$ cat src/rtl/pt_pkg.sv
package pt_pkg;

  typedef enum logic [1:0] {
    SCR_SINGLE  = 2'd0,
    SCR_DUAL_1P = 2'd1,
    SCR_DUAL_2P = 2'd2,
    SCR_SPARE   = 2'd3
  } scr_type_e;

  // dots in one character group for a screen organisation
  function automatic int grp_dots(input logic [1:0] scr);
    return (scr_type_e'(scr) == SCR_DUAL_2P) ? 4 : 8;
  endfunction

  // dots in the display window of a line
  function automatic int active_dots(input int hsize, input logic [1:0] scr);
    return (hsize + 1) * grp_dots(scr);
  endfunction

  // scan lines in one frame
  function automatic int frame_lines(input int vsize, input logic [1:0] scr);
    return (scr_type_e'(scr) == SCR_DUAL_1P) ? vsize + 2 : vsize + 1;
  endfunction

endpackage

$ cat src/rtl/pt_hcount.sv
module pt_hcount #(
  parameter int DPOS_W = 12,
  parameter int LADJ_W = 5
) (
  input  logic              clk,
  input  logic              rst_n,
  input  logic              run,
  input  logic              restart,
  input  logic [DPOS_W-1:0] act_len,
  input  logic [DPOS_W-1:0] line_len,
  input  logic [LADJ_W-1:0] adj,
  input  logic              sclk_always,
  output logic [DPOS_W-1:0] dpos,
  output logic              shclk_en,
  output logic              latch,
  output logic              line_end
);
  logic [DPOS_W-1:0] win_lo;
  logic [DPOS_W-1:0] win_hi;
  logic              in_window;

  assign win_lo    = DPOS_W'(adj);
  assign win_hi    = act_len + win_lo;
  assign in_window = (dpos >= win_lo) && (dpos < win_hi);
  assign line_end  = run && (dpos >= line_len - 1'b1);
  assign shclk_en  = run && (sclk_always || in_window);
  assign latch     = run && (dpos == win_hi);

  always_ff @(posedge clk) begin
    if (!rst_n)                   dpos <= '0;
    else if (!run || restart)     dpos <= '0;
    else if (line_end)            dpos <= '0;
    else                          dpos <= dpos + 1'b1;
  end
endmodule

$ cat src/rtl/pt_vcount.sv
module pt_vcount #(
  parameter int LCNT_W = 10
) (
  input  logic              clk,
  input  logic              rst_n,
  input  logic              run,
  input  logic              restart,
  input  logic              step,
  input  logic [LCNT_W-1:0] frame_lines,
  output logic              frame_wrap
);
  logic [LCNT_W-1:0] lcnt;

  assign frame_wrap = run && step && (lcnt >= frame_lines - 1'b1);

  always_ff @(posedge clk) begin
    if (!rst_n)               lcnt <= '0;
    else if (!run || restart) lcnt <= '0;
    else if (frame_wrap)      lcnt <= '0;
    else if (step)            lcnt <= lcnt + 1'b1;
  end
endmodule

$ cat src/rtl/pt_toggle_div.sv
module pt_toggle_div #(
  parameter int CW = 10
) (
  input  logic          clk,
  input  logic          rst_n,
  input  logic          step,
  input  logic [CW-1:0] limit,
  output logic          tog
);
  logic [CW-1:0] cnt;
  logic          reload;

  assign reload = step && (cnt >= limit);

  always_ff @(posedge clk) begin
    if (!rst_n) begin
      cnt <= '0;
      tog <= 1'b0;
    end else if (reload) begin
      cnt <= '0;
      tog <= ~tog;
    end else if (step) begin
      cnt <= cnt + 1'b1;
    end
  end
endmodule

$ cat src/rtl/panel_timing_gen.sv
module panel_timing_gen #(
  parameter int HSZ_W       = 8,
  parameter int VSZ_W       = 9,
  parameter int LADJ_W      = 5,
  parameter int MPER_W      = 10,
  parameter int HBLANK_DOTS = 40,
  parameter int BLINK_FAST  = 16,
  parameter int BLINK_SLOW  = 32
) (
  input  logic              clk,
  input  logic              rst_n,
  input  logic              vsync_in,
  input  logic [HSZ_W-1:0]  cfg_hsize,
  input  logic [VSZ_W-1:0]  cfg_vsize,
  input  logic [1:0]        cfg_scr_type,
  input  logic [LADJ_W-1:0] cfg_latch_adj,
  input  logic              cfg_flm_delay,
  input  logic              cfg_sclk_always,
  input  logic [MPER_W-1:0] cfg_m_period,
  input  logic              cfg_blink_slow,
  input  logic              cfg_standby,
  output logic              shclk_en,
  output logic              line_latch,
  output logic              flm,
  output logic              m_pol,
  output logic              blink
);
  localparam int MAX_LINE = (2 ** HSZ_W) * 8 + HBLANK_DOTS + (2 ** LADJ_W);
  localparam int DPOS_W   = $clog2(MAX_LINE + 1);
  localparam int LCNT_W   = VSZ_W + 1;
  localparam int BLK_W    = $clog2(BLINK_SLOW);

  logic              run;
  logic              vs_d1, vs_d2;
  logic              vs_rise;
  logic [DPOS_W-1:0] act_len, line_len, dpos;
  logic [LCNT_W-1:0] frame_len;
  logic              line_end, frame_wrap, frame_tick;
  logic              m_state, blink_state;
  logic [BLK_W-1:0]  blink_limit;

  assign run       = ~cfg_standby;
  assign vs_rise   = vsync_in & ~vs_d1;
  assign act_len   = DPOS_W'(pt_pkg::active_dots(int'(cfg_hsize), cfg_scr_type));
  assign line_len  = act_len + DPOS_W'(HBLANK_DOTS);
  assign frame_len = LCNT_W'(pt_pkg::frame_lines(int'(cfg_vsize), cfg_scr_type));
  assign frame_tick = frame_wrap | (vs_rise & run);
  assign blink_limit = cfg_blink_slow ? BLK_W'(BLINK_SLOW - 1) : BLK_W'(BLINK_FAST - 1);

  always_ff @(posedge clk) begin
    if (!rst_n) begin
      vs_d1 <= 1'b0;
      vs_d2 <= 1'b0;
    end else begin
      vs_d1 <= vsync_in;
      vs_d2 <= vs_d1;
    end
  end

  pt_hcount #(.DPOS_W(DPOS_W), .LADJ_W(LADJ_W)) u_hcnt (
    .clk(clk), .rst_n(rst_n), .run(run), .restart(vs_rise),
    .act_len(act_len), .line_len(line_len), .adj(cfg_latch_adj),
    .sclk_always(cfg_sclk_always), .dpos(dpos), .shclk_en(shclk_en),
    .latch(line_latch), .line_end(line_end)
  );

  pt_vcount #(.LCNT_W(LCNT_W)) u_vcnt (
    .clk(clk), .rst_n(rst_n), .run(run), .restart(vs_rise),
    .step(line_end), .frame_lines(frame_len), .frame_wrap(frame_wrap)
  );

  pt_toggle_div #(.CW(MPER_W)) u_mdiv (
    .clk(clk), .rst_n(rst_n), .step(line_latch),
    .limit(cfg_m_period), .tog(m_state)
  );

  pt_toggle_div #(.CW(BLK_W)) u_bdiv (
    .clk(clk), .rst_n(rst_n), .step(frame_tick),
    .limit(blink_limit), .tog(blink_state)
  );

  assign flm   = run & (cfg_flm_delay ? vs_d2 : vsync_in);
  assign m_pol = run & m_state;
  assign blink = run & blink_state;
endmodule

$ cat config.mk
export PLATFORM = sky130hd
export DESIGN_NAME = panel_timing_gen
export DESIGN_NICKNAME = d
export VERILOG_FILES = /design/src/rtl/pt_pkg.sv /design/src/rtl/pt_hcount.sv /design/src/rtl/pt_vcount.sv /design/src/rtl/pt_toggle_div.sv /design/src/rtl/panel_timing_gen.sv
export SDC_FILE = /design/constraint.sdc
export NUM_CORES = 1
export LEC_CHECK = 0
export ABC_CLOCK_PERIOD_IN_PS = 8400
export BUFFER_PORTS_ARGS = -buffer_cell sky130_fd_sc_hd__buf_2
export CAP_MARGIN = 20
export CORE_ASPECT_RATIO = 0.6
export CORE_MARGIN = 8
export CORE_UTILIZATION = 45
export DETAILED_ROUTE_END_ITERATION = 10
export GPL_TIMING_DRIVEN = 0
export PLACE_DENSITY = 0.71
export SETUP_SLACK_MARGIN = 0.2
export SLEW_MARGIN = 0
export SYNTH_ARGS = -nofsm -noshare
export SYNTH_HDL_FRONTEND = slang
export SYNTH_SLANG_ARGS = --single-unit
$ cat constraint.sdc
create_clock -name clk -period 8.4 [get_ports clk]
set_clock_uncertainty 0.15 [all_clocks]
set_input_delay 0.42 -clock clk [delete_from_list [all_inputs] [get_ports clk]]
set_output_delay 0.42 -clock clk [all_outputs]
set_load 0.02 [all_outputs]
==> run_summary.xml <==
<?xml version="1.0" encoding="UTF-8"?>
<metrics>
  <group name="status">
    <metric name="status" unit="">finished clean</metric>
  </group>
  <group name="place">
    <metric name="gp_congestion" unit="">0.879</metric>
    <metric name="placed_cells_incl_taps" unit="">652</metric>
    <metric name="buffer_ports.inserted" unit="">43</metric>
    <metric name="place_ws" unit="ns">3.27</metric>
    <metric name="dp_hpwl" unit="um">7410</metric>
  </group>
  <group name="logic_synthesis">
    <metric name="ys_types" unit="">55</metric>
    <metric name="synth.top_cells.by_area" unit="">sky130_fd_sc_hd__dfxtp_1, sky130_fd_sc_hd__ha_1, sky130_fd_sc_hd__xor2_1</metric>
    <metric name="synth_area_leader_cell" unit="">sky130_fd_sc_hd__dfxtp_1</metric>
    <metric name="ys_seq_area_share" unit="%">20.6</metric>
    <metric name="synth_enable_flop_cells" unit="">0</metric>
    <metric name="ys_seq_elements" unit="">41</metric>
    <metric name="synth_most_common_cell" unit="">sky130_fd_sc_hd__ha_1</metric>
    <metric name="yosysTopAreaCellShare" unit="%">20.6</metric>
    <metric name="syn-mean-instance-area" unit="um^2">8.05</metric>
    <metric name="synthArstFlopShare" unit="%">0</metric>
    <metric name="synth_commonest_cells" unit="">sky130_fd_sc_hd__ha_1, sky130_fd_sc_hd__nor2_1, sky130_fd_sc_hd__xor2_1, sky130_fd_sc_hd__dfxtp_1, sky130_fd_sc_hd__nand2_1</metric>
    <metric name="syn_area" unit="um^2">3990</metric>
    <metric name="postSynth.topFlopCell" unit="">sky130_fd_sc_hd__dfxtp_1</metric>
    <metric name="yosys_warnings" unit="">0</metric>
    <metric name="synthesis.instances" unit="">496</metric>
  </group>
  <group name="floorplan">
    <metric name="io_pins" unit="">46</metric>
    <metric name="design.core.area" unit="um^2">8560</metric>
    <metric name="initial_core_util" unit="%">46.7</metric>
    <metric name="fp.dieW" unit="um">138</metric>
    <metric name="dieArea" unit="um^2">12200</metric>
    <metric name="die_height" unit="um">89.0</metric>
    <metric name="placement_rows" unit="">26</metric>
  </group>
  <group name="clocking">
    <metric name="cts-htree-levels" unit="">2</metric>
    <metric name="cts_root_buf" unit="">sky130_fd_sc_hd__clkbuf_16</metric>
    <metric name="clkLatencyLatePin" unit="ns">0.28</metric>
    <metric name="cts_resized" unit="">0</metric>
    <metric name="numClockSinks" unit="">41</metric>
    <metric name="postCtsHoldBufs" unit="">0</metric>
    <metric name="cts_buffers" unit="">5</metric>
    <metric name="cts.reportedPaths.clkPinSlew" unit="ns">0.06</metric>
    <metric name="clockBufferDepth" unit="">2</metric>
    <metric name="post-cts-setup-buffer-count" unit="">0</metric>
    <metric name="tritoncts" unit="">built</metric>
  </group>
  <group name="drt">
    <metric name="first_pass_iters" unit="">4</metric>
    <metric name="met2RoutedLength" unit="um">3890</metric>
    <metric name="drtIter0Drc" unit="">204</metric>
    <metric name="detail_route.wirelength" unit="um">9030</metric>
    <metric name="routed-via-count" unit="">3549</metric>
    <metric name="wirelength_met1" unit="um">4770</metric>
    <metric name="wl_per_cell" unit="um">13.7</metric>
    <metric name="top_signal_layer_used" unit="">met4</metric>
    <metric name="postRouteAntennaNets" unit="">0</metric>
    <metric name="drt_drc_violations_left" unit="">0</metric>
    <metric name="met3_length" unit="um">365</metric>
    <metric name="post_drt_via_cell_ratio" unit="">5.38</metric>
  </group>
  <group name="grt">
    <metric name="grt_first_pass_wirelength" unit="um">14900</metric>
    <metric name="first_global_vias" unit="">3295</metric>
    <metric name="grt_max_degree" unit="">14</metric>
    <metric name="track_usage" unit="%">14.7</metric>
    <metric name="grt-ovfl-total" unit="">0</metric>
    <metric name="number_of_antenna_violations_at_the_first_check_in_global_routing" unit="">0</metric>
  </group>
  <group name="final_layout">
    <metric name="drive_gt1_share" unit="%">11.7</metric>
    <metric name="filler_cell_count" unit="">801</metric>
    <metric name="multi_input_comb_area" unit="um^2">3040</metric>
    <metric name="final_cells" unit="">660</metric>
    <metric name="final_util" unit="%">52.9</metric>
    <metric name="areaGrowthSynthToFinish" unit="%">13.4</metric>
    <metric name="n_antenna_cell" unit="">0</metric>
    <metric name="seqCellArea" unit="um^2">821</metric>
    <metric name="num-nets-final" unit="">650</metric>
  </group>
  <group name="sta">
    <metric name="min_period_over_period" unit="%">58.1</metric>
    <metric name="worst_slew_margin_relative_to_its_limit" unit="%">40.1</metric>
    <metric name="worst_tran_pin_value" unit="ns">0.892</metric>
    <metric name="fmax" unit="GHz">0.205</metric>
    <metric name="final-max-slew-violation-count" unit="">0</metric>
    <metric name="finalWorstSetupSlack" unit="ns">3.52</metric>
    <metric name="grt_setup_unrepaired" unit="">no</metric>
    <metric name="timing.final.crit_period" unit="ns">4.88</metric>
    <metric name="finalHoldViolCount" unit="">0</metric>
    <metric name="finish_stage_setup_viols" unit="">0</metric>
    <metric name="fin_tns_setup" unit="ns">0</metric>
  </group>
  <group name="critical_path">
    <metric name="worst-path-max-fanout" unit="">10</metric>
    <metric name="timing.setup.critical_path_class" unit="">primary input to flop</metric>
    <metric name="cp_data_required_time" unit="ns">8.39</metric>
    <metric name="arrival" unit="ns">4.87</metric>
    <metric name="timing.critical_path.from_type" unit="">primary input</metric>
    <metric name="timing.critical_path.to_type" unit="">flop</metric>
  </group>
  <group name="power">
    <metric name="total_leakage_power" unit="nW">2.12</metric>
    <metric name="cell_pwr_density" unit="nW/um^2">123</metric>
    <metric name="vdd_drop_max" unit="mV">0.111</metric>
  </group>
  <group name="hold_path">
    <metric name="hold_class" unit="">primary input to flop</metric>
  </group>
  <group name="flow_run">
    <metric name="cap_viol_max_count" unit="">0</metric>
  </group>
</metrics>
-- critical path: stages --
cell,delay (ns)
sky130_fd_sc_hd__buf_2,0.10
sky130_fd_sc_hd__nand2b_1,0.18
sky130_fd_sc_hd__clkbuf_1,0.34
sky130_fd_sc_hd__o21ai_0,0.17
sky130_fd_sc_hd__ha_1,0.36
sky130_fd_sc_hd__ha_1,0.33
sky130_fd_sc_hd__a21oi_1,0.44
sky130_fd_sc_hd__nor2_1,0.15
sky130_fd_sc_hd__nand2_1,0.12
sky130_fd_sc_hd__xnor2_1,0.08
sky130_fd_sc_hd__ha_1,0.32
sky130_fd_sc_hd__nand4_1,0.15
sky130_fd_sc_hd__nor4_2,0.78
sky130_fd_sc_hd__inv_1,0.16
sky130_fd_sc_hd__o21ai_1,0.64
sky130_fd_sc_hd__nor2_1,0.11
-- placed cells by master, fill, tap and decap left out, types with 19 or more instances in the layout --
master,count
sky130_fd_sc_hd__buf_2,46
sky130_fd_sc_hd__dfxtp_1,41
sky130_fd_sc_hd__ha_1,61
sky130_fd_sc_hd__inv_1,24
sky130_fd_sc_hd__nand2_1,36
sky130_fd_sc_hd__nand3_1,26
sky130_fd_sc_hd__nor2_1,53
sky130_fd_sc_hd__o21ai_0,19
sky130_fd_sc_hd__xnor2_1,21
sky130_fd_sc_hd__xor2_1,44
-- state kept, by name, summed over array words and instances (netlist names) --
| signal | flops |
|---|---|
| u_hcnt.dpos | 12 |
| u_mdiv.cnt | 10 |
| u_vcnt.lcnt | 10 |
| u_bdiv.cnt | 5 |
| u_bdiv.tog | 1 |
| u_mdiv.tog | 1 |
| vs_d1 | 1 |
| vs_d2 | 1 |
-- worst paths after layout --
path | startpoint | end | slack (ns) | cells past startpoint
setup / recovery | cfg_scr_type[0] | u_mdiv.cnt[9] | 3.52 | 16
hold / removal | vsync_in | vs_d1 | 0.22 | 2
setup reg to reg | u_hcnt.dpos[3] | u_mdiv.cnt[9] | 5.53 | 6
hold reg to reg | vs_d1 | vs_d2 | 0.32 | 1
-- layout make-up --
| type | count | share of cell area [%] |
|---|---|---|
| Inverter | 24 | 1.99 |
| Multi-Input combinational cell | 422 | 67.2 |
| Buffer | 10 | 0.912 |
| Tap cell | 112 | 3.10 |
| Clock buffer | 6 | 3.07 |
| Sequential cell | 41 | 18.1 |
| Clock inverter | 2 | 0.829 |
| Timing Repair Buffer | 43 | 4.75 |
-- layer usage --
layer  GRT usage, %  vias to the layer above
li1               -                     1848
met1           20.9                     1636
met2           22.8                       61
met3           3.14                        4
met4           1.57                        0
met5              0                        -
-- cells by family (layout without fill, tap and decap cells) --
kind of cell / count (synthesis) / in the layout / share of synthesized area [%]
compound gates: 85 / 85 / 13.6
other cells: 1 / 2 / 0.0940
fa+ha+maj: 62 / 62 / 19.6
flops: 41 / 41 / 20.6
xor+xnor: 66 / 66 / 14.7
mux: 8 / 8 / 2.13
buf+inv: 34 / 85 / 3.29
simple gates: 199 / 199 / 26.0
-- power by group --
part           switching (mW)  leakage (nW)  internal (mW)
registers             0.00103         0.331          0.196
logic                  0.0806          1.70         0.0577
clock network          0.0750        0.0831          0.148
total                   0.157          2.12          0.402
-- through the flow --
| step | total power, mW | area [um^2] | hold WS [ns] |
|---|---|---|---|
| after global placement | 0.330 | 4350 | 0.296 |
| after CTS | 0.562 | 4530 | 0.214 |
| after floorplan | 0.299 | 4000 | 0.276 |
| after detailed placement | 0.337 | 4350 | 0.298 |
| final | 0.558 | 4530 | 0.217 |
| after global routing | 0.589 | 4530 | 0.234 |
(Power assumes the default switching activity.)
